`config.mk`:
```
export PLATFORM = sky130hd
export DESIGN_NAME = tag_frame_tx
export DESIGN_NICKNAME = d
export VERILOG_FILES = /design/src/rtl/tagtx_pkg.sv /design/src/rtl/tagtx_frame_build.sv /design/src/rtl/tagtx_sequencer.sv /design/src/rtl/tagtx_manchester.sv /design/src/rtl/tag_frame_tx.sv
export SDC_FILE = /design/constraint.sdc
export NUM_CORES = 1
export LEC_CHECK = 0
export ABC_AREA = 1
export BUFFER_PORTS_ARGS = -buffer_cell sky130_fd_sc_hd__buf_2
export CELL_PAD_IN_SITES_DETAIL_PLACEMENT = 1
export CELL_PAD_IN_SITES_GLOBAL_PLACEMENT = 1
export CORE_MARGIN = 4
export CORE_UTILIZATION = 35
export CTS_BUF_LIST = sky130_fd_sc_hd__clkbuf_4
export CTS_CLUSTER_SIZE = 40
export DETAILED_ROUTE_END_ITERATION = 7
export PLACE_DENSITY_LB_ADDON = 0.1
export SYNTH_ARGS = -nofsm -noshare
export SYNTH_HDL_FRONTEND = slang
export SYNTH_SLANG_ARGS = --single-unit
```
`constraint.sdc`:
```
create_clock -name clk_rf -period 1.5 [get_ports clk_rf]
set_input_delay 0.45 -clock clk_rf [delete_from_list [all_inputs] [get_ports clk_rf]]
set_output_delay 0.45 -clock clk_rf [all_outputs]
set_load 0.05 [all_outputs]
```
`src/rtl/tagtx_pkg.sv`:
```
package tagtx_pkg;
  localparam int ID_BITS    = 40;
  localparam int ROWS       = 10;
  localparam int COLS       = 4;
  localparam int HDR_BITS   = 9;
  localparam int ROW_BASE   = HDR_BITS;
  localparam int ROW_STRIDE = COLS + 1;
  localparam int COLP_BASE  = ROW_BASE + ROWS * ROW_STRIDE;
  localparam int STOP_POS   = COLP_BASE + COLS;
  localparam int FRAME_BITS = STOP_POS + 1;
  localparam int IDX_W      = $clog2(FRAME_BITS);

  typedef logic [ID_BITS-1:0]    id_t;
  typedef logic [FRAME_BITS-1:0] frame_t;
  typedef logic [IDX_W-1:0]      idx_t;
endpackage

```
`src/rtl/tagtx_frame_build.sv`:
```
module tagtx_frame_build
  import tagtx_pkg::*;
(
  input  id_t    id_value,
  output frame_t frame
);
  // frame[i] is the i-th bit on air
  logic [ROWS-1:0] col_bits [COLS];

  for (genvar h = 0; h < HDR_BITS; h++) begin : g_hdr
    assign frame[h] = 1'b1;
  end

  for (genvar r = 0; r < ROWS; r++) begin : g_row
    logic [COLS-1:0] nib;
    assign nib = id_value[ID_BITS-1-COLS*r -: COLS];
    for (genvar c = 0; c < COLS; c++) begin : g_col
      assign frame[ROW_BASE + r*ROW_STRIDE + c] = nib[COLS-1-c];
      assign col_bits[c][r] = nib[COLS-1-c];
    end
    assign frame[ROW_BASE + r*ROW_STRIDE + COLS] = ^nib;
  end

  for (genvar c = 0; c < COLS; c++) begin : g_cpar
    assign frame[COLP_BASE + c] = ^col_bits[c];
  end

  assign frame[STOP_POS] = 1'b0;
endmodule

```
`src/rtl/tagtx_sequencer.sv`:
```
module tagtx_sequencer
  import tagtx_pkg::*;
#(
  parameter int CLKS_PER_BIT = 64
) (
  input  logic clk_rf,
  input  logic rst_n,
  output idx_t bit_idx,
  output logic second_half
);
  localparam int CYC_W = $clog2(CLKS_PER_BIT);
  localparam logic [CYC_W-1:0] CYC_LAST = CYC_W'(CLKS_PER_BIT - 1);
  localparam logic [CYC_W-1:0] CYC_HALF = CYC_W'(CLKS_PER_BIT / 2);
  localparam idx_t IDX_LAST = IDX_W'(FRAME_BITS - 1);

  logic [CYC_W-1:0] cyc_q;
  idx_t             idx_q;

  always_ff @(posedge clk_rf or negedge rst_n) begin
    if (!rst_n) begin
      cyc_q <= '0;
      idx_q <= '0;
    end else if (cyc_q == CYC_LAST) begin
      cyc_q <= '0;
      idx_q <= (idx_q == IDX_LAST) ? '0 : idx_q + 1'b1;
    end else begin
      cyc_q <= cyc_q + 1'b1;
    end
  end

  assign bit_idx     = idx_q;
  assign second_half = (cyc_q >= CYC_HALF);

  AST_BIT_HOLD: assert property (@(posedge clk_rf) disable iff (!rst_n)
    (cyc_q != CYC_LAST) |=> $stable(idx_q));
  AST_FRAME_WRAP: assert property (@(posedge clk_rf) disable iff (!rst_n)
    (idx_q == IDX_LAST && cyc_q == CYC_LAST) |=> (idx_q == '0));
endmodule

```
`src/rtl/tagtx_manchester.sv`:
```
module tagtx_manchester (
  input  logic clk_rf,
  input  logic rst_n,
  input  logic data_bit,
  input  logic second_half,
  output logic mod_q
);
  always_ff @(posedge clk_rf or negedge rst_n) begin
    if (!rst_n) mod_q <= 1'b0;
    else        mod_q <= data_bit ^ second_half;
  end

  AST_MID_FLIP: assert property (@(posedge clk_rf) disable iff (!rst_n)
    $rose(second_half) |=> (mod_q != $past(mod_q)));
endmodule

```
`src/rtl/tag_frame_tx.sv`:
```
module tag_frame_tx
  import tagtx_pkg::*;
#(
  parameter int CLKS_PER_BIT = 64
) (
  input  logic                clk_rf,
  input  logic                rst_n,
  input  logic [ID_BITS-1:0]  id_value,
  output logic                mod_out
);
  frame_t frame;
  idx_t   bit_idx;
  logic   second_half;
  logic   cur_bit;

  tagtx_frame_build u_build (
    .id_value (id_value),
    .frame    (frame)
  );

  tagtx_sequencer #(.CLKS_PER_BIT(CLKS_PER_BIT)) u_seq (
    .clk_rf      (clk_rf),
    .rst_n       (rst_n),
    .bit_idx     (bit_idx),
    .second_half (second_half)
  );

  assign cur_bit = frame[bit_idx];

  tagtx_manchester u_enc (
    .clk_rf      (clk_rf),
    .rst_n       (rst_n),
    .data_bit    (cur_bit),
    .second_half (second_half),
    .mod_q       (mod_out)
  );

  AST_START_HIGH: assert property (@(posedge clk_rf) disable iff (!rst_n)
    (bit_idx < idx_t'(HDR_BITS) && !second_half) |=> mod_out);
  AST_STOP_LOW: assert property (@(posedge clk_rf) disable iff (!rst_n)
    (bit_idx == idx_t'(STOP_POS) && !second_half) |=> !mod_out);
endmodule

```
==> impl_metrics.tcl <==
set metrics [dict create \
    violations "negative setup slack" \
    hold_ws_ps 55.5 \
    reg2reg_to "u_enc.mod_q" \
    ys_seq_elements 13 \
    ant_nets 0 \
    cts_htree_levels 1 \
    nets 535 \
    root_buffer "clkbuf_4" \
    drive_gt1_share_pct 28.2 \
    dpl_worst_slack_ps -360 \
    r2r_start "u_seq.bit_idx[0]" \
    hold_violations 0 \
    antenna_found_initial 0 \
    power_density_mw_per_mm2 378 \
    die_x_um 86.8 \
    final_common_cell "nand2_1" \
    cp.depth 15 \
    fmax_mhz 575 \
    critPathRequiredTime_ps 1670 \
    synth_fa_ha_area_share_pct 1.73 \
    io_pins 43 \
    hp-class "in2async" \
    cts_buffers 3 \
    die_h_um 86.8 \
    cp-end-kind "register" \
    finalSetupViolations 2 \
    final_cell_mix "168 x nand2_1, 55 x buf_4, 42 x buf_2" \
    ys_seq_area_share_pct 15.0 \
    skew_ps 1.93 \
    multi_input_area_mm2 0.00161 \
    dp.cells 553 \
    startpoint "u_seq.bit_idx[0]" \
    synthSimpleGateAreaFrac_pct 43.0 \
    syn_nets 436 \
    clk_pin_slew_ps 80 \
    synth_area_mm2 0.00217 \
    drc_errors 0 \
    vias_per_cell 4.89 \
    diodes 0 \
    crit_fanout 6 \
    postPlaceCellArea_mm2 0.00282 \
    arrival_ps 1910 \
    cts_sinks 13 \
    grt_pass1_wl_mm 12.3 \
    min_period_ps 1740 \
    muxShareOfSynthArea_pct 0 \
    cap_violations 0 \
    ir_drop_v 0.000434 \
    slew_violations 0 \
    reg2reg_setup_slack_ps -240 \
    register_area_um2 327 \
    ctsHoldBuffers 0 \
    rsz0062_at_grt "yes" \
    slowest_stage "dfrtp_2" \
    power_leakage_uw 0.00170 \
    worst_slew_pin_slew_ps 393 \
    drt-initial-drc-count 66 \
    crit_chain "buf_12 -> clkinv_8 -> buf_12 -> a21oi_2 -> o21ai_2 -> nand2_1 -> inv_1 -> nand2_1 -> nand2_1 -> nand3_2 -> nand2_2 -> inv_2 -> nand2_2 -> nand3_1 -> nand2_1" \
    max_stage_delay_ps 470 \
    gp_congestion 0.826 \
    synth_top_family_by_area "simple AND/OR/NAND/NOR gates" \
    netlist.area_leader.share_pct 29.9 \
    layout_setup_ws_ps -239 \
    wirelength_mm 7.77 \
    dp_hpwl_mm 6.38 \
    die_area_mm2 0.00754 \
    fin_area_mm2 0.00301 \
    grt_max_degree 21 \
    yosysTopAreaCell "nand2_1" \
    syn_area_per_cell_um2 5.56 \
    io_buffers 42 \
    syn2layout_area_growth_pct 38.5 \
    synth_area_leaders "nand2_1 30%, dfrtp_1 15%, xnor2_1 9.7%" \
    fill_cells 884 \
    yosysWarnings 0 \
    vias 2758 \
    synthXorXnorAreaFrac_pct 14.5 \
    netlist_instances 391 \
    final_cells 564 \
    core_mm2 0.00599 \
    critPathTopFamily "simple AND/OR/NAND/NOR gates" \
    routedWlPerCell_um 13.8 \
    slew_headroom_pct 73.8 \
    crit_type "reg2reg" \
    clk_latency_ps 270 \
    post-route-period-util_pct 116 \
    startpoint_type "register" \
    track_usage_pct 20.1 \
    cts_buffer_depth 2 \
    first_global_vias 2770 \
    crit_end "u_enc.mod_q" \
    synth_compound_area_share_pct 12.5 \
    tritoncts "built" \
    ff2ff_path_depth 15 \
    placementRows 28 \
    outcome "complete, but fails checks" \
    worstPathBufferInverterCount 5 \
    netlist-cell-type-count 28 \
    drt_pass1_iterations 4 \
    crit_top_cell "nand2_1" \
    overflow 0 \
    start_util_pct 36.3 \
]
routing by layer:
metal | track usage [%] | vias to the layer above | part of all wire (%)
met2 | 39.3 | 39 | 53
met4 | 1.70 | 0 | 0.62
met5 | 0 | - | 0
li1 | - | 1415 | -
met3 | 1.81 | 6 | 2.8
met1 | 24.3 | 1298 | 44
through the flow:
stage,TNS [ps],utilization [%],total power (uW)
detailed placement,-396,47.0,906
floorplan,0,-,649
global placement,-315,47.0,883
global route,-608,50.3,1240
CTS,-173,47.7,1150
finish,-260,50.3,1140
report_power, final:
group	switching, uW	leakage, uW	total, uW	internal [uW]
clock network	117	0.0000184	238	121
logic	310	0.00151	552	242
registers	0	0.000166	350	350
total	427	0.00170	1140	713
area by class of cell:
class	instances	area share, %
clock buffers	4	0.997
inverters	48	6.40
multi-input cells	320	53.6
flip-flops and latches	13	10.8
well taps	75	3.12
repair buffers	104	25.1
cells by family after synthesis:
| logic type | Yosys count |
|---|---|
| compound gates | 51 |
| simple gates | 230 |
| fa+ha+maj | 3 |
| xor+xnor | 36 |
| flops | 13 |
| buf+inv | 58 |
worst min-delay path by stage:
stage	start	endpoint	slack, ps	cells past startpoint
floorplan	rst_n	u_enc.mod_q	150	0
global placement	rst_n	u_seq.cyc_q[4]	350	1
detailed placement	rst_n	u_seq.cyc_q[4]	360	1
CTS	rst_n	u_seq.cyc_q[3]	50	1
global route	rst_n	u_seq.cyc_q[3]	60	1
finish	rst_n	u_seq.cyc_q[3]	60	1
worst register-to-register path: stages (launching register included):
cell and delay, ps:
dfrtp_2 470, buf_12 170, clkinv_8 70, buf_12 130, a21oi_2 130, o21ai_2 60, nand2_1 60, inv_1 50
nand2_1 60, nand2_1 70, nand3_2 70, nand2_2 60, inv_2 60, nand2_2 60, nand3_1 70, nand2_1 60
synthesized netlist by cell type:
library cell and number:
o21ai_1 5, nand3b_1 2, o22ai_1 1, o211ai_1 1, nor2_2 2, a21o_1 1
o21bai_1 1, or2_1 1, xor2_1 12, xnor2_1 24, a31oi_1 1, ha_1 3
nor2_1 14, buf_4 2, inv_8 1, nand2_1 173, buf_6 3, a21oi_1 24
nand3_1 33, nand4_1 4, dfrtp_1 13, nor3_2 1, o21ai_0 15, inv_2 9
buf_2 2, clkbuf_8 3, inv_1 38, a21oi_2 2
flip-flops by register name (all words and copies together) (netlist names):
signal / flops
u_enc.mod_q: 1
u_seq.bit_idx: 6
u_seq.cyc_q: 6
repair_timing:
item	CTS	global route
setup endpoints to repair	3	4
gates resized for setup	3	25
buffers inserted	0	5
pin swaps	0	11
endpoints found under the hold margin	0	0
gates cloned	0	2
Power figures use the tool's default switching activity.
